--- src/rtl/rxfd_pkg.sv ---
package rxfd_pkg;

    typedef enum logic [2:0] {
        RUS_IDLE  = 3'd0,
        RUS_SUSP  = 3'd1,
        RUS_NRES  = 3'd2,
        RUS_READY = 3'd4
    } rus_e;

    typedef enum logic [3:0] {
        E_WAIT, E_FD_CMD, E_FD_LINK, E_FD_RBD, E_FD_MARK,
        E_RB_NEXT, E_RB_BUF, E_RB_SIZE, E_RB_LOAD, E_DATA,
        E_WR_TAIL, E_RB_CLOSE, E_DISCARD, E_FD_CLOSE
    } eng_e;

    typedef struct packed {
        logic start;
        logic resume;
        logic suspend;
        logic abort;
        logic ack_fr;
        logic ack_rnr;
    } cmd_t;

    typedef struct packed {
        logic close;
        logic nores;
        logic last_fd;
        logic susp_fd;
        logic crc;
        logic aln;
        logic ovr;
        logic drop_lost;
    } ev_t;

    localparam int RUC_LSB    = 4;
    localparam int ACK_FR_BIT = 14;
    localparam int ACK_RN_BIT = 12;

endpackage

--- src/rtl/rxfd_cmd_decode.sv ---
module rxfd_cmd_decode
    import rxfd_pkg::*;
(
    input  logic        ca,
    input  logic [15:0] cmd_word,
    output cmd_t        dec
);
    logic [2:0] ruc;
    assign ruc = cmd_word[RUC_LSB +: 3];

    always_comb begin
        dec = '0;
        if (ca) begin
            dec.ack_fr  = cmd_word[ACK_FR_BIT];
            dec.ack_rnr = cmd_word[ACK_RN_BIT];
            case (ruc)
                3'd1:    dec.start   = 1'b1;
                3'd2:    dec.resume  = 1'b1;
                3'd3:    dec.suspend = 1'b1;
                3'd4:    dec.abort   = 1'b1;
                default: ;
            endcase
        end
    end
endmodule

--- src/rtl/rxfd_sat_counter.sv ---
module rxfd_sat_counter #(
    parameter int W = 16
) (
    input  logic         clk,
    input  logic         rst_n,
    input  logic         inc,
    output logic [W-1:0] q
);
    localparam logic [W-1:0] TOP = {W{1'b1}};

    always_ff @(posedge clk or negedge rst_n) begin
        if (!rst_n)               q <= '0;
        else if (inc && q != TOP) q <= q + 1'b1;
    end

    assert_hold_at_top_R9: assert property (@(posedge clk) disable iff (!rst_n)
        q == TOP |=> q == TOP);
    assert_step_one_R9: assert property (@(posedge clk) disable iff (!rst_n)
        !inc |=> $stable(q));
endmodule

--- src/rtl/rxfd_engine.sv ---
module rxfd_engine
    import rxfd_pkg::*;
#(
    parameter int AW    = 16,
    parameter int CAP_W = 14
) (
    input  logic          clk,
    input  logic          rst_n,
    input  logic          unit_ready,
    input  logic          unit_nores,
    input  logic          start,
    input  logic [AW-1:0] start_fd,
    output logic          mem_req,
    output logic          mem_we,
    output logic [AW-1:0] mem_addr,
    output logic [15:0]   mem_wdata,
    input  logic [15:0]   mem_rdata,
    input  logic          rx_valid,
    input  logic [7:0]    rx_byte,
    input  logic          rx_last,
    input  logic          rx_crc_err,
    input  logic          rx_align_err,
    input  logic          rx_overrun,
    input  logic          rx_short,
    output logic          rx_ready,
    output ev_t           ev
);
    localparam logic [AW-1:0] NULL_PTR = {AW{1'b1}};
    localparam int            PAD_W    = 16 - CAP_W - 2;

    eng_e              state, nstate;
    logic [AW-1:0]     fd_ptr, fd_link, rbd_ptr, rb_next, rb_buf;
    logic [CAP_W-1:0]  rb_cap, cnt;
    logic              fd_el, fd_s, rb_last, need_load, in_drop;
    logic              eof, nores, e_crc, e_aln, e_ovr, e_short;
    logic [7:0]        low_byte;
    logic              accept;
    logic [AW-1:0]     word_off;
    logic              frame_ok;

    assign word_off = AW'(cnt >> 1);
    assign frame_ok = !nores && !(e_crc || e_aln || e_ovr || e_short);

    // state register
    always_ff @(posedge clk or negedge rst_n) begin
        if (!rst_n) state <= E_WAIT;
        else        state <= nstate;
    end

    // next state and outputs
    always_comb begin
        nstate    = state;
        mem_req   = 1'b0;
        mem_we    = 1'b0;
        mem_addr  = '0;
        mem_wdata = '0;
        rx_ready  = 1'b0;
        accept    = 1'b0;
        ev        = '0;
        unique case (state)
            E_WAIT: begin
                if (in_drop || !unit_ready) begin
                    rx_ready     = 1'b1;
                    ev.drop_lost = rx_valid && rx_last && unit_nores;
                end else if (rx_valid) begin
                    nstate = E_FD_CMD;
                end
            end
            E_FD_CMD: begin
                mem_req  = 1'b1;
                mem_addr = fd_ptr + AW'(1);
                nstate   = E_FD_LINK;
            end
            E_FD_LINK: begin
                mem_req  = 1'b1;
                mem_addr = fd_ptr + AW'(2);
                nstate   = E_FD_RBD;
            end
            E_FD_RBD: begin
                mem_req   = 1'b1;
                mem_we    = !need_load;
                mem_addr  = fd_ptr + AW'(3);
                mem_wdata = 16'(rbd_ptr);
                nstate    = E_FD_MARK;
            end
            E_FD_MARK: begin
                mem_req   = 1'b1;
                mem_we    = 1'b1;
                mem_addr  = fd_ptr;
                mem_wdata = 16'h4000;
                nstate    = E_RB_NEXT;
            end
            E_RB_NEXT: begin
                if (rbd_ptr == NULL_PTR) begin
                    nstate = E_DISCARD;
                end else begin
                    mem_req  = 1'b1;
                    mem_addr = rbd_ptr + AW'(1);
                    nstate   = E_RB_BUF;
                end
            end
            E_RB_BUF: begin
                mem_req  = 1'b1;
                mem_addr = rbd_ptr + AW'(2);
                nstate   = E_RB_SIZE;
            end
            E_RB_SIZE: begin
                mem_req  = 1'b1;
                mem_addr = rbd_ptr + AW'(3);
                nstate   = E_RB_LOAD;
            end
            E_RB_LOAD: nstate = E_DATA;
            E_DATA: begin
                if (rx_valid) begin
                    if (cnt == rb_cap) begin
                        nstate = E_RB_CLOSE;
                    end else begin
                        rx_ready = 1'b1;
                        accept   = 1'b1;
                        if (cnt[0]) begin
                            mem_req   = 1'b1;
                            mem_we    = 1'b1;
                            mem_addr  = rb_buf + word_off;
                            mem_wdata = {rx_byte, low_byte};
                        end
                        if (rx_last) nstate = cnt[0] ? E_RB_CLOSE : E_WR_TAIL;
                    end
                end
            end
            E_WR_TAIL: begin
                mem_req   = 1'b1;
                mem_we    = 1'b1;
                mem_addr  = rb_buf + word_off;
                mem_wdata = {8'h00, low_byte};
                nstate    = E_RB_CLOSE;
            end
            E_RB_CLOSE: begin
                mem_req   = 1'b1;
                mem_we    = 1'b1;
                mem_addr  = rbd_ptr;
                mem_wdata = {eof, 1'b1, {PAD_W{1'b0}}, cnt};
                if (eof)          nstate = E_FD_CLOSE;
                else if (rb_last) nstate = E_DISCARD;
                else              nstate = E_RB_NEXT;
            end
            E_DISCARD: begin
                rx_ready = 1'b1;
                if (rx_valid && rx_last) nstate = E_FD_CLOSE;
            end
            E_FD_CLOSE: begin
                mem_req    = 1'b1;
                mem_we     = 1'b1;
                mem_addr   = fd_ptr;
                mem_wdata  = {1'b1, 1'b1, frame_ok, 1'b0, e_crc, e_aln,
                              nores, e_ovr, e_short, 7'b0};
                ev.close   = 1'b1;
                ev.nores   = nores;
                ev.last_fd = fd_el;
                ev.susp_fd = fd_s;
                ev.crc     = e_crc;
                ev.aln     = e_aln;
                ev.ovr     = e_ovr;
                nstate     = E_WAIT;
            end
            default: nstate = E_WAIT;
        endcase
    end

    // datapath registers
    always_ff @(posedge clk or negedge rst_n) begin
        if (!rst_n) begin
            fd_ptr <= '0; fd_link <= '0; rbd_ptr <= NULL_PTR; rb_next <= '0;
            rb_buf <= '0; rb_cap <= '0; cnt <= '0; fd_el <= 1'b0; fd_s <= 1'b0;
            rb_last <= 1'b0; need_load <= 1'b0; in_drop <= 1'b0; eof <= 1'b0;
            nores <= 1'b0; e_crc <= 1'b0; e_aln <= 1'b0; e_ovr <= 1'b0;
            e_short <= 1'b0; low_byte <= '0;
        end else begin
            unique case (state)
                E_WAIT: begin
                    if (rx_ready && rx_valid) in_drop <= !rx_last;
                    if (!in_drop && unit_ready && rx_valid) begin
                        nores <= 1'b0; eof <= 1'b0;
                        e_crc <= 1'b0; e_aln <= 1'b0; e_ovr <= 1'b0; e_short <= 1'b0;
                    end
                end
                E_FD_LINK: begin
                    fd_el <= mem_rdata[15];
                    fd_s  <= mem_rdata[14];
                end
                E_FD_RBD:  fd_link <= mem_rdata[AW-1:0];
                E_FD_MARK: begin
                    if (need_load) rbd_ptr <= mem_rdata[AW-1:0];
                    need_load <= 1'b0;
                end
                E_RB_NEXT: if (rbd_ptr == NULL_PTR) nores <= 1'b1;
                E_RB_BUF:  rb_next <= mem_rdata[AW-1:0];
                E_RB_SIZE: rb_buf  <= mem_rdata[AW-1:0];
                E_RB_LOAD: begin
                    rb_cap  <= mem_rdata[CAP_W-1:0];
                    rb_last <= mem_rdata[15];
                    cnt     <= '0;
                end
                E_DATA: begin
                    if (accept) begin
                        cnt <= cnt + 1'b1;
                        if (!cnt[0]) low_byte <= rx_byte;
                        if (rx_last) begin
                            eof     <= 1'b1;
                            e_crc   <= rx_crc_err;
                            e_aln   <= rx_align_err;
                            e_ovr   <= rx_overrun;
                            e_short <= rx_short;
                        end
                    end
                end
                E_RB_CLOSE: begin
                    if (eof)          rbd_ptr <= rb_last ? NULL_PTR : rb_next;
                    else if (rb_last) nores   <= 1'b1;
                    else              rbd_ptr <= rb_next;
                end
                E_FD_CLOSE: fd_ptr <= fd_link;
                default: ;
            endcase
            if (start) begin
                fd_ptr    <= start_fd;
                need_load <= 1'b1;
            end
        end
    end

    assert_cnt_within_cap_R7: assert property (@(posedge clk) disable iff (!rst_n)
        state == E_DATA |-> cnt <= rb_cap);
    assert_store_only_when_ready_R12: assert property (@(posedge clk) disable iff (!rst_n)
        (state == E_WAIT) |-> !mem_req);
    assert_write_is_request_R5: assert property (@(posedge clk) disable iff (!rst_n)
        mem_we |-> mem_req);
    assert_close_after_tail_R5: assert property (@(posedge clk) disable iff (!rst_n)
        state == E_WR_TAIL |=> state == E_RB_CLOSE);
endmodule

--- src/rtl/rx_fd_manager.sv ---
module rx_fd_manager
    import rxfd_pkg::*;
#(
    parameter int AW    = 16,
    parameter int CNT_W = 16,
    parameter int CAP_W = 14
) (
    input  logic             clk,
    input  logic             rst_n,
    input  logic             ca,
    input  logic [15:0]      ca_cmd,
    input  logic [AW-1:0]    rfa_offset,
    output logic             mem_req,
    output logic             mem_we,
    output logic [AW-1:0]    mem_addr,
    output logic [15:0]      mem_wdata,
    input  logic [15:0]      mem_rdata,
    input  logic             rx_valid,
    input  logic [7:0]       rx_byte,
    input  logic             rx_last,
    input  logic             rx_crc_err,
    input  logic             rx_align_err,
    input  logic             rx_overrun,
    input  logic             rx_short,
    output logic             rx_ready,
    output logic [15:0]      scb_status,
    output logic             irq,
    output logic [CNT_W-1:0] crc_errs,
    output logic [CNT_W-1:0] aln_errs,
    output logic [CNT_W-1:0] rsc_errs,
    output logic [CNT_W-1:0] ovrn_errs
);
    localparam int NCNT = 4;

    rus_e rus, rus_nxt;
    logic fr, fr_nxt, rnr, rnr_nxt, leave_ready, cmd_any;
    cmd_t dec;
    ev_t  ev;

    rxfd_cmd_decode u_dec (
        .ca       (ca),
        .cmd_word (ca_cmd),
        .dec      (dec)
    );

    rxfd_engine #(.AW(AW), .CAP_W(CAP_W)) u_eng (
        .clk          (clk),
        .rst_n        (rst_n),
        .unit_ready   (rus == RUS_READY),
        .unit_nores   (rus == RUS_NRES),
        .start        (dec.start),
        .start_fd     (rfa_offset),
        .mem_req      (mem_req),
        .mem_we       (mem_we),
        .mem_addr     (mem_addr),
        .mem_wdata    (mem_wdata),
        .mem_rdata    (mem_rdata),
        .rx_valid     (rx_valid),
        .rx_byte      (rx_byte),
        .rx_last      (rx_last),
        .rx_crc_err   (rx_crc_err),
        .rx_align_err (rx_align_err),
        .rx_overrun   (rx_overrun),
        .rx_short     (rx_short),
        .rx_ready     (rx_ready),
        .ev           (ev)
    );

    assign cmd_any = dec.start || dec.resume || dec.suspend || dec.abort;

    // unit state register
    always_ff @(posedge clk or negedge rst_n) begin
        if (!rst_n) begin
            rus <= RUS_IDLE;
            fr  <= 1'b0;
            rnr <= 1'b0;
        end else begin
            rus <= rus_nxt;
            fr  <= fr_nxt;
            rnr <= rnr_nxt;
        end
    end

    // unit transitions and flags
    always_comb begin
        rus_nxt     = rus;
        leave_ready = 1'b0;
        if (dec.start) begin
            rus_nxt = RUS_READY;
        end else if (dec.resume) begin
            if (rus == RUS_SUSP) rus_nxt = RUS_READY;
        end else if (dec.suspend) begin
            if (rus == RUS_READY) rus_nxt = RUS_SUSP;
        end else if (dec.abort) begin
            rus_nxt = RUS_IDLE;
        end else if (ev.close && rus == RUS_READY) begin
            if (ev.nores || ev.last_fd) begin
                rus_nxt     = RUS_NRES;
                leave_ready = 1'b1;
            end else if (ev.susp_fd) begin
                rus_nxt     = RUS_SUSP;
                leave_ready = 1'b1;
            end
        end
        fr_nxt  = ev.close    ? 1'b1 : (dec.ack_fr  ? 1'b0 : fr);
        rnr_nxt = leave_ready ? 1'b1 : (dec.ack_rnr ? 1'b0 : rnr);
    end

    assign scb_status = {1'b0, fr, 1'b0, rnr, 5'b0, rus, 4'b0};
    assign irq        = fr || rnr;

    // error counters: 0 crc, 1 alignment, 2 no space, 3 overrun
    logic [NCNT-1:0]  inc;
    logic [CNT_W-1:0] cq [NCNT];

    assign inc[0] = ev.close && ev.crc && !ev.aln;
    assign inc[1] = ev.close && ev.aln;
    assign inc[2] = (ev.close && ev.nores) || ev.drop_lost;
    assign inc[3] = ev.close && ev.ovr;

    for (genvar g = 0; g < NCNT; g++) begin : g_cnt
        rxfd_sat_counter #(.W(CNT_W)) u_cnt (
            .clk   (clk),
            .rst_n (rst_n),
            .inc   (inc[g]),
            .q     (cq[g])
        );
    end

    assign crc_errs  = cq[0];
    assign aln_errs  = cq[1];
    assign rsc_errs  = cq[2];
    assign ovrn_errs = cq[3];

    assert_rus_encoding_R2: assert property (@(posedge clk) disable iff (!rst_n)
        scb_status[6:4] inside {3'd0, 3'd1, 3'd2, 3'd4});
    assert_fr_from_close_R3: assert property (@(posedge clk) disable iff (!rst_n)
        $rose(scb_status[14]) |-> $past(ev.close));
    assert_nores_moves_unit_R10: assert property (@(posedge clk) disable iff (!rst_n)
        ev.close && ev.nores && !cmd_any && rus == RUS_READY
        |=> scb_status[6:4] == 3'd2 && scb_status[12]);
    assert_last_fd_stops_R11: assert property (@(posedge clk) disable iff (!rst_n)
        ev.close && ev.last_fd && !cmd_any && rus == RUS_READY
        |=> scb_status[6:4] == 3'd2 && scb_status[12]);
    assert_susp_fd_pauses_R11: assert property (@(posedge clk) disable iff (!rst_n)
        ev.close && ev.susp_fd && !ev.last_fd && !ev.nores && !cmd_any && rus == RUS_READY
        |=> scb_status[6:4] == 3'd1 && scb_status[12]);
endmodule

--- config.mk ---
export PLATFORM = sky130hd
export DESIGN_NAME = rx_fd_manager
export DESIGN_NICKNAME = d
export VERILOG_FILES = /design/src/rtl/rxfd_pkg.sv /design/src/rtl/rxfd_cmd_decode.sv /design/src/rtl/rxfd_sat_counter.sv /design/src/rtl/rxfd_engine.sv /design/src/rtl/rx_fd_manager.sv
export SDC_FILE = /design/constraint.sdc
export NUM_CORES = 1
export LEC_CHECK = 0
export ABC_AREA = 0
export BUFFER_PORTS_ARGS = -buffer_cell sky130_fd_sc_hd__buf_4
export CORE_ASPECT_RATIO = 1.4
export CORE_MARGIN = 8
export CORE_UTILIZATION = 47
export DETAILED_ROUTE_END_ITERATION = 8
export GPL_TIMING_DRIVEN = 0
export PLACE_DENSITY = 0.68
export SYNTH_ARGS = -nofsm -noshare
export SYNTH_HDL_FRONTEND = slang
export SYNTH_SLANG_ARGS = --single-unit
--- constraint.sdc ---
create_clock -name clk -period 4.4 [get_ports clk]
set_input_delay 0.22 -clock clk [delete_from_list [all_inputs] [get_ports clk]]
set_output_delay 0.22 -clock clk [all_outputs]
set_load 0.005 [all_outputs]
==> Word level (Yosys, flattened, before mapping) <==
Cells that the tools add are included.
{ "totals": {"out_inout_bits": 116, "input_bits": 65, "elab_cells": 223, "reg_bits": 200} }
{ "op_classes": {"bitwise_logic": 1, "add_sub_neg": 12, "mux": 90, "reduce_logical": 52, "n_eq_ne": 41} }
{ "ops": {"columns": ["operator", "n"], "rows": [
  ["2-to-1 mux 16 bit", 13],
  ["case mux 16 bit (10 select lines)", 1],
  ["adder 16 x 1 -> 16 bit, second input constant", 6],
  ["case mux 16 bit (6 select lines)", 1],
  ["adder 16 x 2 -> 16 bit, second input constant", 4],
  ["inequality test 16 bit, second input constant", 4],
  ["case mux 4 bit (13 select lines)", 1],
  ["2-to-1 mux 1 bit", 42],
  ["2-to-1 mux 4 bit", 9],
  ["case mux 16 bit (2 select lines)", 1],
  ["case mux 14 bit (2 select lines)", 1],
  ["2-to-1 mux 3 bit", 9],
  ["== test 4 bit, second input constant", 6],
  ["adder 16 x 13 -> 16 bit", 1],
  ["== test 16 bit, second input constant", 1],
  ["== test 4 x 3 -> 1 bit, second input constant", 4],
  ["logical AND 1 bit", 16],
  ["adder 14 x 1 -> 14 bit, second input constant", 1],
  ["== test 14 bit", 1],
  ["2-to-1 mux 14 bit", 1],
  ["nonzero test 2 bit", 7],
  ["inequality test 2 x 1 -> 1 bit, second input constant", 6],
  ["case mux 1 bit (3 select lines)", 4],
  ["inequality test 2 bit, second input constant", 5],
  ["26 further kinds", 51]
]} }

==> Logic depth before layout (Yosys ltp) <==
Gate-level depths: netlist (run 1).
{ "logic_depth": {"depth_word": 10, "mapped_depth": 15, "depth_no_buf": 11} }

==> Hierarchy <==
Synthesis (run 1) repeated with hierarchy kept, for this count alone.
{ "hier_totals": {"hier_cells": 1509, "area_unflattened_um2": 13111.3} }
{ "modules_own_cells": {"columns": ["module", "n_inst", "area_per_inst_um2", "seq_area_each_um2", "cells_per_inst"], "rows": [
  ["rxfd_engine", 1, 9371.5, 3298.2, 1166],
  ["rxfd_sat_counter (g_cnt[0].u_cnt ...)", 3, 807.0, 400.4, 72],
  ["rxfd_sat_counter (g_cnt[3].u_cnt)", 1, 803.3, 400.4, 69],
  ["rx_fd_manager", 1, 455.4, 125.1, 52],
  ["rxfd_cmd_decode", 1, 60.1, 0.0, 6]
]} }

==> Least setup slack after synthesis (run 1) <==
Ideal clock, no wire load.
{ "synth_path": {"path_kind": "flip-flop to output port", "startpoint": "register u_eng.state[3]", "endpoint": "output mem_addr[15]", "n_path_buf": 4, "setup_slack_ps": 935, "t_arrival_ps": 3245, "path_stages_with_launch": 16, "t_required_ps": 4180, "path_cell_list": "dfrtp_1 > buf_4 > and4bb_2 > buf_2 > clkbuf_1 > buf_1 > nand2_1 > nand2_1 > ha_1 > nand4_1 > mux2_2 > a2111oi_2 > xnor2_1 > o22ai_1 > nor4_1 > o21ai_0"} }
{ "synth_via": {"elab_chain_cells": 3, "word_cells_on_any_way": 13, "cone_classes": "eq/ne: 11; mux: 1; reduce/logical: 1"} }
{ "synth_lines": {"columns": ["item", "line_no", "text"], "rows": [
  ["from (decl)", "rxfd_engine.sv:31", "eng_e state, nstate;"],
  ["from (signal assigned)", "rxfd_engine.sv:47", "else state <= nstate;"],
  ["== test 4 bit or == test 4 x 3 -> 1 bit (tied branches)", "rxfd_engine.sv:60", "unique case (state)"],
  ["OR reduction 2 bit (no source line)", null, null],
  ["case mux 16 bit (10 select lines) *", "rxfd_engine.sv:60", null],
  ["to (decl)", "rx_fd_manager.sv:15", "output logic [AW-1:0] mem_addr,"]
]} }
Mark *: on every way between the ends. The rest lies on a longest branch, timed or not.

==> Worst setup path after layout (run 1) <==
{ "layout_path": {"startpoint": "register u_eng.cnt[2]", "endpoint": "output mem_wdata[6]"} }
{ "layout_via": {"elab_chain_cells": 4} }
{ "layout_lines": {"columns": ["item", "line_no", "text"], "rows": [
  ["from (decl)", "rxfd_engine.sv:33", "logic [CAP_W-1:0] rb_cap, cnt;"],
  ["from (signal assigned)", "rxfd_engine.sv:205", "cnt <= cnt + 1'b1;"],
  ["== test 14 bit", "rxfd_engine.sv:115", "if (cnt == rb_cap) begin"],
  ["2-to-1 mux 16 bit", "rxfd_engine.sv:115", null],
  ["2-to-1 mux 16 bit", "rxfd_engine.sv:114", "if (rx_valid) begin"],
  ["case mux 16 bit (6 select lines)", "rxfd_engine.sv:60", null],
  ["to (decl)", "rx_fd_manager.sv:16", "output logic [15:0] mem_wdata,"]
]} }
Every way passes these cells.

==> results.py, run 1 <==
metrics = {
    "status": {
        "outcome": "finished clean",
    },
    "clock_network": {
        "cts_buffers": 17,
        "clock_latency_ns": 0.44,
        "clkSinkCount": 200,
        "cts_setup_buffers": 0,
        "clk_transition_reported_paths_ns": 0.08,
        "cts_tree": "done",
        "clockRootBuffer": "clkbuf_16",
        "htreeDepth": 4,
        "clockBufferDepth": 2,
    },
    "routing": {
        "firstDrtPassIters": 7,
        "drtIter0Drc": 1389,
        "drc_errors": 0,
        "drt-vias-per-instance": 6.10,
        "antenna_left": 0,
        "via_count": 12308,
        "finalWirelength_mm": 48.4,
        "avgRoutedWirePerCell_um": 24.0,
    },
    "synthesis": {
        "synth_edf_count": 0,
        "synth_top_cell_area_share": 0.364,
        "async_reset_ff_frac": 1.00,
        "yosys.cell_count.top_type": "nand2_1",
        "ys_seq_area_frac": 0.397,
        "postSynthCellCount": 1476,
        "syn_area_per_cell_um2": 8.58,
        "synth_area_leaders": "dfrtp_1, nand2_1, xnor2_1",
        "ys.flop_type": "dfrtp_1",
        "ys_ff_latch": 200,
        "synth-warning-count": 0,
        "yosysTopAreaCell": "dfrtp_1",
        "synth_area_mm2": 0.0127,
        "synth_cell_types": 83,
        "yosys-top-cells-count": "nand2_1, dfrtp_1, o21ai_0, nor2_1, xnor2_1",
    },
    "final_layout": {
        "final_nets": 1766,
        "design_area_mm2": 0.0152,
        "layout-drive-gt1-share": 0.184,
        "syn2layout_area_growth_pct": 19.8,
        "diodes": 0,
    },
    "floorplan": {
        "die_area_mm2": 0.0325,
        "die_h_um": 210,
        "coreArea_mm2": 0.0267,
        "start_util": 0.475,
        "rows": 71,
        "io_pins": 181,
        "die_w_um": 155,
    },
    "critical_path": {
        "cp_max_fo": 10,
        "arrival_ns": 4.17,
        "reg2reg_slack_ns": 1.32,
        "crit_end": "mem_wdata[6]",
        "reg2reg_to": "u_eng.state[1]$_DFFE_PN0P_",
        "crit_type": "reg -> out",
        "worstSetupStartpoint": "u_eng.cnt[2]$_DFFE_PN0P_",
        "worstRegToRegCells": 6,
        "cp.required_ns": 4.18,
        "cp-start-kind": "flip-flop",
        "cp-end-kind": "output port",
        "worstReg2RegStart": "u_eng.rbd_ptr[7]$_DFFE_PN1P_",
    },
    "power": {
        "powerDensity_mw_per_mm2": 623,
        "fin_total_pwr_mw": 9.46,
        "vdd_ir_drop_max_uv": 311,
        "leakagePower_nw": 6.90,
    },
    "placed_design": {
        "hpwl_mm": 37.9,
        "port_buffers": 158,
        "postPlaceCellArea_mm2": 0.0144,
        "place.gp.congestion": 1.01,
    },
    "timing": {
        "rsz0062_at_grt": "false",
        "fin_skew_ns": 0.0125,
        "finalHoldViolCount": 0,
        "period_minus_slack_ns": 4.39,
        "finalCritPeriodShare": 0.998,
        "drv_slew": 0,
        "worst_pin_slew_ns": 1.39,
        "slew_headroom": 0.0722,
        "timing.fmax_mhz": 228,
        "finalSetupViolCount": 0,
    },
    "global_route": {
        "grt_max_degree": 104,
        "grt_pass1_vias": 12142,
        "grt.total_usage": 0.298,
        "antenna_found_initial": 0,
        "grt_pass1_wl_mm": 73.5,
        "overflow": 0,
    },
    "hold_path": {
        "hold_path.class": "in -> reg",
        "hp-start": "mem_rdata[8]",
        "min_path_cells": 3,
    },
    "run": {
        "cap_violations": 0,
    },
}
-- per-stage QoR --
step	cells	util	TNS (ns)	hold slack, ns	setup slack [ns]
detailed placement	1975	0.539	-2.53	0.0501	-0.467
global placement	1972	0.537	-3.28	0.425	-0.590
finish	2017	0.569	0	0.0283	0.0108
CTS	2019	0.570	0	0.00415	0.0504
global route	2017	0.569	0	0.0135	0.0178
floorplan	1486	-	0	-0.0756	0.935
-- critical path: stages (launching register included) --
cell      delay (ns)
dfrtp_1         0.38
clkbuf_1        0.21
xor2_1          0.21
nor4_2          0.43
nand4_1         0.41
nand3_1         0.42
nand2_1         0.41
clkbuf_1        0.38
a222oi_1        0.62
inv_1           0.08
buf_4           0.15
-- worst min-delay path by stage --
stage / endpoint / slack [ns]
finish: u_eng.rb_buf[8]$_DFFE_PN0N_ / 0.03
global route: u_eng.low_byte[4]$_DFFE_PN0P_ / 0.01
CTS: u_eng.rb_next[8]$_DFFE_PN0N_ / 0.004
detailed placement: g_cnt[1].u_cnt.q[1]$_DFFE_PN0P_ / 0.05
global placement: u_eng.fd_ptr[9]$_DFFE_PN0P_ / 0.43
floorplan: fr$_DFFE_PN0P_ / -0.08
-- logic make-up after synthesis --
logic type	count (synthesis)	share of synthesized area
and+or+nand+nor	649	0.242
other	1	0.000296
AOI/OAI and AO/OA	264	0.140
xor gates and xnor gates	129	0.0892
buffers and inverters	138	0.0484
muxes	72	0.0603
DFF	200	0.397
adders and majority gates	23	0.0233
-- registers in the layout (all words and copies together), names as in the netlist, 3 cells and up --
name and cells:
g_cnt.u_cnt.q 64, u_eng.rb_next 16, u_eng.rbd_ptr 16, u_eng.fd_link 16
u_eng.low_byte 8, u_eng.fd_ptr 16, u_eng.state 4, u_eng.rb_cap 14
u_eng.rb_buf 16, rus 3, u_eng.cnt 14
-- cells in the final DEF (no fill, tap or decap), types with 6 or more instances in the layout --
master / count
nand2b_1: 9
nand2_1: 320
a21oi_1: 29
conb_1: 11
clkbuf_1: 54
nor4_1: 17
and2_1: 6
o211ai_1: 12
dfstp_2: 16
nand4_1: 35
a221oi_1: 9
mux2_2: 33
buf_2: 12
nand3_1: 60
o22ai_1: 6
nor3_1: 23
a21o_1: 6
o2111ai_1: 7
buf_4: 172
buf_1: 7
and3_1: 24
mux2i_1: 38
a211oi_1: 6
dlygate4sd3_1: 18
clkbuf_16: 17
or3_1: 24
nor2_1: 87
a22oi_1: 6
xor2_1: 63
o21ai_0: 106
dfrtp_1: 184
a222oi_1: 13
a31oi_1: 10
xnor2_1: 66
ha_1: 20
nor2b_1: 8
inv_1: 36
-- area by class of cell --
cell class                 count  area (µm²)
tap                          328         410
multi-input combinational   1148        7100
clock buffer                  17         425
buffer                        96         474
clock inverter                13         170
inverter                      36         135
sequential                   200        5020
fill                        2477       11500
timing repair buffer         179        1430
-- report_power, final --
part	leakage [nW]	total [mW]	internal, mW	switching, mW
registers	2.52	3.09	2.50	0.591
clock network	0.276	1.62	0.897	0.728
logic	4.10	4.74	1.82	2.92
total	6.90	9.46	5.22	4.24
-- per-layer routing --
| layer | track usage | wire length, µm |
|---|---|---|
| met5 | 0 | 0 |
| met4 | 0.185 | 2910 |
| met3 | 0.0535 | 3220 |
| met2 | 0.519 | 24200 |
| met1 | 0.333 | 18000 |
-- timing repair --
item	4_1_cts	5_1_grt
pin swaps	0	1
resized for setup	20	4
hold buffers	18	0
gates cloned	0	0
setup endpoints to repair	15	3
endpoints found under the hold margin	120	0
Power figures use the tool's default switching activity.
==> run 2: changes to the inputs <==
--- a/config.mk
+++ b/config.mk
@@ -12,6 +12,7 @@
 export CORE_UTILIZATION = 47
 export DETAILED_ROUTE_END_ITERATION = 8
 export GPL_TIMING_DRIVEN = 0
+export HOLD_SLACK_MARGIN = 0.06
 export PLACE_DENSITY = 0.68
 export SYNTH_ARGS = -nofsm -noshare
 export SYNTH_HDL_FRONTEND = slang
==> run 2 against run 1 <==
Effect of this change: the run now ends with design-rule violations left; maximum frequency grew 0.98%; via count increased by 0.81%; global-route usage increased by 0.29 points; clock power about the same; power is 0.19% higher; sequential power about the same; cell count increased by 1.4%; flip-flop and latch count did not move; combinational power is essentially flat.
==> results.py, run 2 (synthesized netlist as in run 1, its figures left out) <==
metrics = {
    "status": {
        "outcome": "finished, violations left",
        "violations": "design-rule violations",
    },
    "final_layout": {
        "final_nets": 1795,
        "final_cell_mix": "nand2_1, dfrtp_1, buf_4",
        "syn2layout_area_growth_pct": 22.1,
        "layout-drive-gt1-share": 0.180,
        "largest_reg_flops": 64,
        "top_register": "g_cnt.u_cnt.q",
        "multi_input_area_mm2": 0.00710,
        "fillers": 2445,
        "mostFrequentLayoutCell": "nand2_1",
        "diodes": 0,
        "seqCellArea_mm2": 0.00502,
    },
    "global_route": {
        "grt_pass1_vias": 12356,
        "overflow": 0,
        "grt_max_degree": 104,
        "antenna_found_initial": 0,
        "grt.total_usage": 0.301,
        "grt_pass1_wl_mm": 74.2,
    },
    "hold_path": {
        "min_path_cells": 3,
        "hp-start": "mem_rdata[14]",
        "whs_endpoint": "u_eng.rb_next[14]$_DFFE_PN0N_",
        "hold_path.class": "in -> reg",
    },
    "clock_network": {
        "clockRootBuffer": "clkbuf_16",
        "clockBufferDepth": 2,
        "clkSinkCount": 200,
        "clk_transition_reported_paths_ns": 0.08,
        "cts_buffers": 17,
        "htreeDepth": 4,
        "cts_tree": "done",
        "cts_setup_buffers": 0,
        "clock_latency_ns": 0.45,
    },
    "critical_path": {
        "cp.required_ns": 4.18,
        "path_cells": "clkbuf_1 -> xor2_1 -> nor4_2 -> nand4_1 -> nand3_1 -> nand2_1 -> clkbuf_1 -> a222oi_1 -> inv_1 -> buf_4",
        "cp_num_buf_inv": 4,
        "cp-start-kind": "flip-flop",
        "cp-end-kind": "output port",
        "critPathSlowestCell": "a222oi_1",
        "worstReg2RegStart": "u_eng.rbd_ptr[7]$_DFFE_PN1P_",
        "reg2reg_slack_ns": 1.33,
        "cpPeakStageDelay_ns": 0.59,
        "arrival_ns": 4.13,
        "crit_family": "simple AND/OR/NAND/NOR gates",
        "cp_max_fo": 10,
        "worstRegToRegCells": 6,
        "crit_top_cell": "clkbuf_1",
        "crit_type": "reg -> out",
        "reg2reg_to": "u_eng.state[1]$_DFFE_PN0P_",
    },
    "timing": {
        "slew_headroom": 0.0526,
        "holdWs_ns": 0.0798,
        "finalCritPeriodShare": 0.988,
        "setup_slack_ns": 0.0533,
        "period_minus_slack_ns": 4.35,
        "rsz0062_at_grt": "false",
        "timing.fmax_mhz": 230,
        "fin_skew_ns": 0.0121,
        "finalSetupViolCount": 0,
        "drv_slew": 0,
        "finalHoldViolCount": 0,
        "worst_pin_slew_ns": 1.42,
    },
    "power": {
        "clockPowerShare": 0.171,
        "vdd_ir_drop_max_uv": 316,
        "p_int_mw": 5.23,
        "leakagePower_nw": 7.02,
        "power_frac_comb": 0.503,
        "p_seq_frac": 0.326,
        "power_switching_mw": 4.24,
        "sw_frac_of_total": 0.448,
        "powerDensity_mw_per_mm2": 613,
    },
    "routing": {
        "drtIter0Drc": 1238,
        "antenna_left": 0,
        "firstDrtPassIters": 9,
        "via_count": 12408,
        "drc_errors": 2,
        "drt-vias-per-instance": 6.06,
        "avgRoutedWirePerCell_um": 23.8,
        "finalWirelength_mm": 48.8,
    },
    "placed_design": {
        "hpwl_mm": 37.9,
        "place.gp.congestion": 1.01,
        "place_ws_ns": -0.467,
        "port_buffers": 158,
    },
    "floorplan": {
        "die_w_um": 155,
        "rows": 71,
        "start_util": 0.475,
        "die_area_mm2": 0.0325,
        "coreArea_mm2": 0.0267,
        "die_h_um": 210,
        "io_pins": 181,
    },
    "run": {
        "cap_violations": 0,
    },
}
run 2: cell types whose count changed in the layout (fill, tap and decap cells not counted), sizes merged:
cell	delta
dlygate4sd3	+29
run 2: metrics by stage:
step                 util  power, mW  area [µm²]  setup TNS [ns]  instances
CTS                 0.581       9.41       15500               0       2048
finish              0.580       9.47       15500               0       2046
global placement    0.537       7.65       14300           -3.28       1972
detailed placement  0.539       7.71       14400           -2.53       1975
global route        0.580       9.99       15500               0       2046
floorplan               -       5.73       12700               0       1486
run 2: routing by layer:
| layer | vias up | global-route usage | share of wire |
|---|---|---|---|
| met5 | - | 0 | 0 |
| met2 | 624 | 0.526 | 0.50 |
| met4 | 0 | 0.189 | 0.060 |
| met3 | 154 | 0.0512 | 0.067 |
| li1 | 5648 | - | - |
| met1 | 5982 | 0.336 | 0.37 |
run 2: what timing repair did:
| action | CTS | global route |
|---|---|---|
| setup endpoints to repair | 15 | 3 |
| hold endpoints to repair | 178 | 0 |
| hold buffers | 47 | 0 |
| cloned | 0 | 0 |
| pin swaps | 0 | 1 |
| resized for setup | 20 | 4 |
run 2: worst max path at each step:
| stage | start | end | slack [ns] | cells past startpoint |
|---|---|---|---|---|
| 6_report | u_eng.cnt[2]$_DFFE_PN0P_ | mem_wdata[6] | 0.05 | 10 |
| 5_1_grt | u_eng.cnt[2]$_DFFE_PN0P_ | mem_wdata[6] | 0.02 | 10 |
| 4_1_cts | u_eng.state[3]$_DFFE_PN0P_ | mem_addr[15] | 0.05 | 16 |
| 3_5_place_dp | u_eng.state[3]$_DFFE_PN0P_ | mem_addr[15] | -0.47 | 16 |
| 3_3_place_gp | u_eng.state[3]$_DFFE_PN0P_ | mem_addr[8] | -0.59 | 14 |
| 2_1_floorplan | u_eng.state[3]$_DFFE_PN0P_ | mem_addr[15] | 0.94 | 15 |
run 2: cell type report:
class | instances | share of cell area
plain buffers | 96 | 0.0307
multi-input cells | 1148 | 0.459
clock buffers | 17 | 0.0275
repair buffers | 208 | 0.111
well taps | 328 | 0.0265
inverters | 36 | 0.00874
clock inverters | 13 | 0.0110
flip-flops and latches | 200 | 0.325
run 2: power by group through the flow:
stage | Clock (mW) | Combinational (mW) | Sequential [mW]
after detailed placement | 0 | 4.61 | 3.10
after floorplan | 0 | 2.87 | 2.86
after CTS | 1.64 | 4.70 | 3.07
final | 1.62 | 4.77 | 3.09
after global placement | 0 | 4.57 | 3.08
after global routing | 1.70 | 5.16 | 3.13
run 2: tightest hold or removal path, cell delays in order:
cell,delay (ns)
buf_4,0.16
nand2_1,0.06
nand2_1,0.04
==> run 3: changes to the inputs <==
--- a/config.mk
+++ b/config.mk
@@ -9,11 +9,10 @@
 export BUFFER_PORTS_ARGS = -buffer_cell sky130_fd_sc_hd__buf_4
 export CORE_ASPECT_RATIO = 1.4
 export CORE_MARGIN = 8
-export CORE_UTILIZATION = 47
+export CORE_UTILIZATION = 40
 export DETAILED_ROUTE_END_ITERATION = 8
 export GPL_TIMING_DRIVEN = 0
 export HOLD_SLACK_MARGIN = 0.06
-export PLACE_DENSITY = 0.68
 export SYNTH_ARGS = -nofsm -noshare
 export SYNTH_HDL_FRONTEND = slang
 export SYNTH_SLANG_ARGS = --single-unit
==> run 3 against run 2 <==
Effect of this change: wire length is 2.2% lower; hold slack gained 0.013 ns; setup slack lost 0.011 ns; sequential power down 2%; maximum frequency down 0.26%; critical path depth down 1; global-route usage is 4.9 points lower; non-clock buffer count up 6; the flow now finishes without violations; clock skew rose by 0.0043 ns.
==> results.py, run 3 (synthesized netlist as in run 1, its figures left out) <==
metrics = {
    "timing": {
        "setup_slack_ns": 0.0418,
        "period_minus_slack_ns": 4.36,
        "drv_slew": 0,
        "timing.fmax_mhz": 229,
        "fin_skew_ns": 0.0164,
        "fin_tns_setup_ns": 0,
        "finalCritPeriodShare": 0.990,
        "finalHoldViolCount": 0,
        "finalSetupViolCount": 0,
        "slew_headroom": 0.0730,
        "worst_pin_slew_ns": 1.38,
    },
    "critical_path": {
        "reg2reg_slack_ns": 1.34,
        "path_cells": "clkbuf_1 -> xor2_1 -> nor4_1 -> nand4_1 -> and3_1 -> clkbuf_1 -> a21oi_1 -> o221ai_1 -> buf_4",
        "cp.required_ns": 4.18,
        "critPathSlowestCell": "a21oi_1",
        "cpPeakStageDelay_ns": 0.87,
        "cp-end-kind": "output port",
        "cp_max_fo": 10,
        "cp-start-kind": "flip-flop",
        "reg2reg_to": "u_eng.nores$_DFFE_PN0P_",
        "crit_top_cell": "clkbuf_1",
        "worstReg2RegStart": "u_eng.rbd_ptr[1]$_DFFE_PN1P_",
        "arrival_ns": 4.14,
        "crit_type": "reg -> out",
        "worstRegToRegCells": 7,
    },
    "final_layout": {
        "top_register": "g_cnt.u_cnt.q",
        "final_cell_mix": "nand2_1, dfrtp_1, buf_4",
        "layout-drive-gt1-share": 0.183,
        "seqCellArea_mm2": 0.00502,
        "final_nets": 1801,
        "syn2layout_area_growth_pct": 23.6,
        "largest_reg_flops": 64,
        "multi_input_area_mm2": 0.00712,
        "fin_util": 0.498,
        "design_area_mm2": 0.0157,
        "fillers": 3101,
        "mostFrequentLayoutCell": "nand2_1",
    },
    "power": {
        "leakagePower_nw": 7.08,
        "p_seq_frac": 0.320,
        "clockPowerShare": 0.181,
        "power_switching_mw": 4.30,
        "powerDensity_mw_per_mm2": 607,
        "p_int_mw": 5.20,
        "sw_frac_of_total": 0.453,
        "power_frac_comb": 0.499,
        "vdd_ir_drop_max_uv": 254,
        "fin_total_pwr_mw": 9.50,
    },
    "clock_network": {
        "clockBufferDepth": 2,
        "clkSinkCount": 200,
        "clockRootBuffer": "clkbuf_16",
        "cts_tree": "done",
        "htreeDepth": 4,
        "clk_transition_reported_paths_ns": 0.09,
        "cts_buffers": 17,
        "clock_latency_ns": 0.46,
    },
    "floorplan": {
        "coreArea_mm2": 0.0314,
        "die_w_um": 166,
        "die_h_um": 227,
        "rows": 77,
        "io_pins": 181,
        "die_area_mm2": 0.0377,
        "start_util": 0.403,
    },
    "routing": {
        "drc_errors": 0,
        "via_count": 12047,
        "drtIter0Drc": 895,
        "drt-vias-per-instance": 5.68,
        "finalWirelength_mm": 47.7,
        "firstDrtPassIters": 7,
        "antenna_left": 0,
        "avgRoutedWirePerCell_um": 22.5,
    },
    "global_route": {
        "grt_pass1_vias": 12197,
        "overflow": 0,
        "antenna_found_initial": 1,
        "grt_max_degree": 110,
        "grt.total_usage": 0.252,
        "grt_pass1_wl_mm": 73.1,
    },
    "hold_path": {
        "whs_endpoint": "rus[2]$_DFFE_PN0P_",
        "hp-start": "ca_cmd[5]",
        "hold_path.class": "in -> reg",
        "min_path_cells": 4,
    },
    "placed_design": {
        "postPlaceCellArea_mm2": 0.0144,
        "place.gp.congestion": 0.959,
        "place_ws_ns": -0.481,
        "hpwl_mm": 36.9,
        "port_buffers": 158,
    },
    "run": {
        "cap_violations": 0,
    },
    "status": {
        "outcome": "finished clean",
    },
}
[run 3: cell count changes in the layout (fill, tap and decap cells not counted), sizes merged]
cell and delta:
buf +4, bufinv -2, clkbuf -1, clkinv +3, clkinvlp -5, diode +1, dlygate4sd3 +3, inv +6
[run 3: metrics by stage]
step / hold slack, ns / std cells
2_1_floorplan: -0.0756 / 1486
3_3_place_gp: 0.426 / 2039
3_5_place_dp: 0.357 / 2041
4_1_cts: 0.0730 / 2120
5_1_grt: 0.117 / 2122
6_report: 0.0932 / 2122
[run 3: cell type report]
cell class | count | share of cell area
Multi-Input combinational cell | 1148 | 0.455
Tap cell | 395 | 0.0316
Inverter | 36 | 0.00863
Timing Repair Buffer | 213 | 0.112
Buffer | 97 | 0.0311
Antenna cell | 1 | 0.000160
Clock buffer | 17 | 0.0272
Clock inverter | 15 | 0.0134
Sequential cell | 200 | 0.321
[run 3: metal layers]
layer  up-vias  wire length, µm  track usage
li1       5649                -            -
met1      5854            18600        0.284
met2       432            24200        0.451
met3       112             2680       0.0469
met4         0             2190        0.130
met5         -                0            0
[run 3: power by group through the flow]
stage / sequential [mW] / combinational [mW] / clock, mW
after CTS: 3.03 / 4.68 / 1.75
final: 3.04 / 4.74 / 1.72
after global placement: 3.04 / 4.55 / 0
after floorplan: 2.86 / 2.87 / 0
after detailed placement: 3.06 / 4.60 / 0
after global routing: 3.11 / 5.15 / 1.81
[run 3: timing repair]
action,in CTS,in global routing
setup buffers,0,3
resized for setup,17,9
endpoints found under the setup margin,14,9
endpoints found under the hold margin,182,0
hold buffers,50,0
pin swaps,1,3
[run 3: how the worst max path moves through the flow]
stage | end | slack [ns] | start
2_1_floorplan | mem_addr[15] | 0.94 | u_eng.state[3]$_DFFE_PN0P_
3_3_place_gp | mem_addr[15] | -0.47 | u_eng.state[3]$_DFFE_PN0P_
3_5_place_dp | mem_addr[15] | -0.48 | u_eng.state[3]$_DFFE_PN0P_
4_1_cts | mem_addr[12] | 0.02 | u_eng.state[3]$_DFFE_PN0P_
5_1_grt | mem_addr[15] | -0.02 | u_eng.state[3]$_DFFE_PN0P_
6_report | mem_addr[2] | 0.04 | u_eng.cnt[4]$_DFFE_PN0P_
[run 3: critical path, delay by kind of cell, from the launching register on]
kind / cells / cell delay, ns
AO/OA/AOI/OAI: 2 / 1.22
AND/OR/NAND/NOR: 3 / 1.11
buffers and inverters: 3 / 0.86
flip-flops: 1 / 0.36
XOR/XNOR: 1 / 0.13
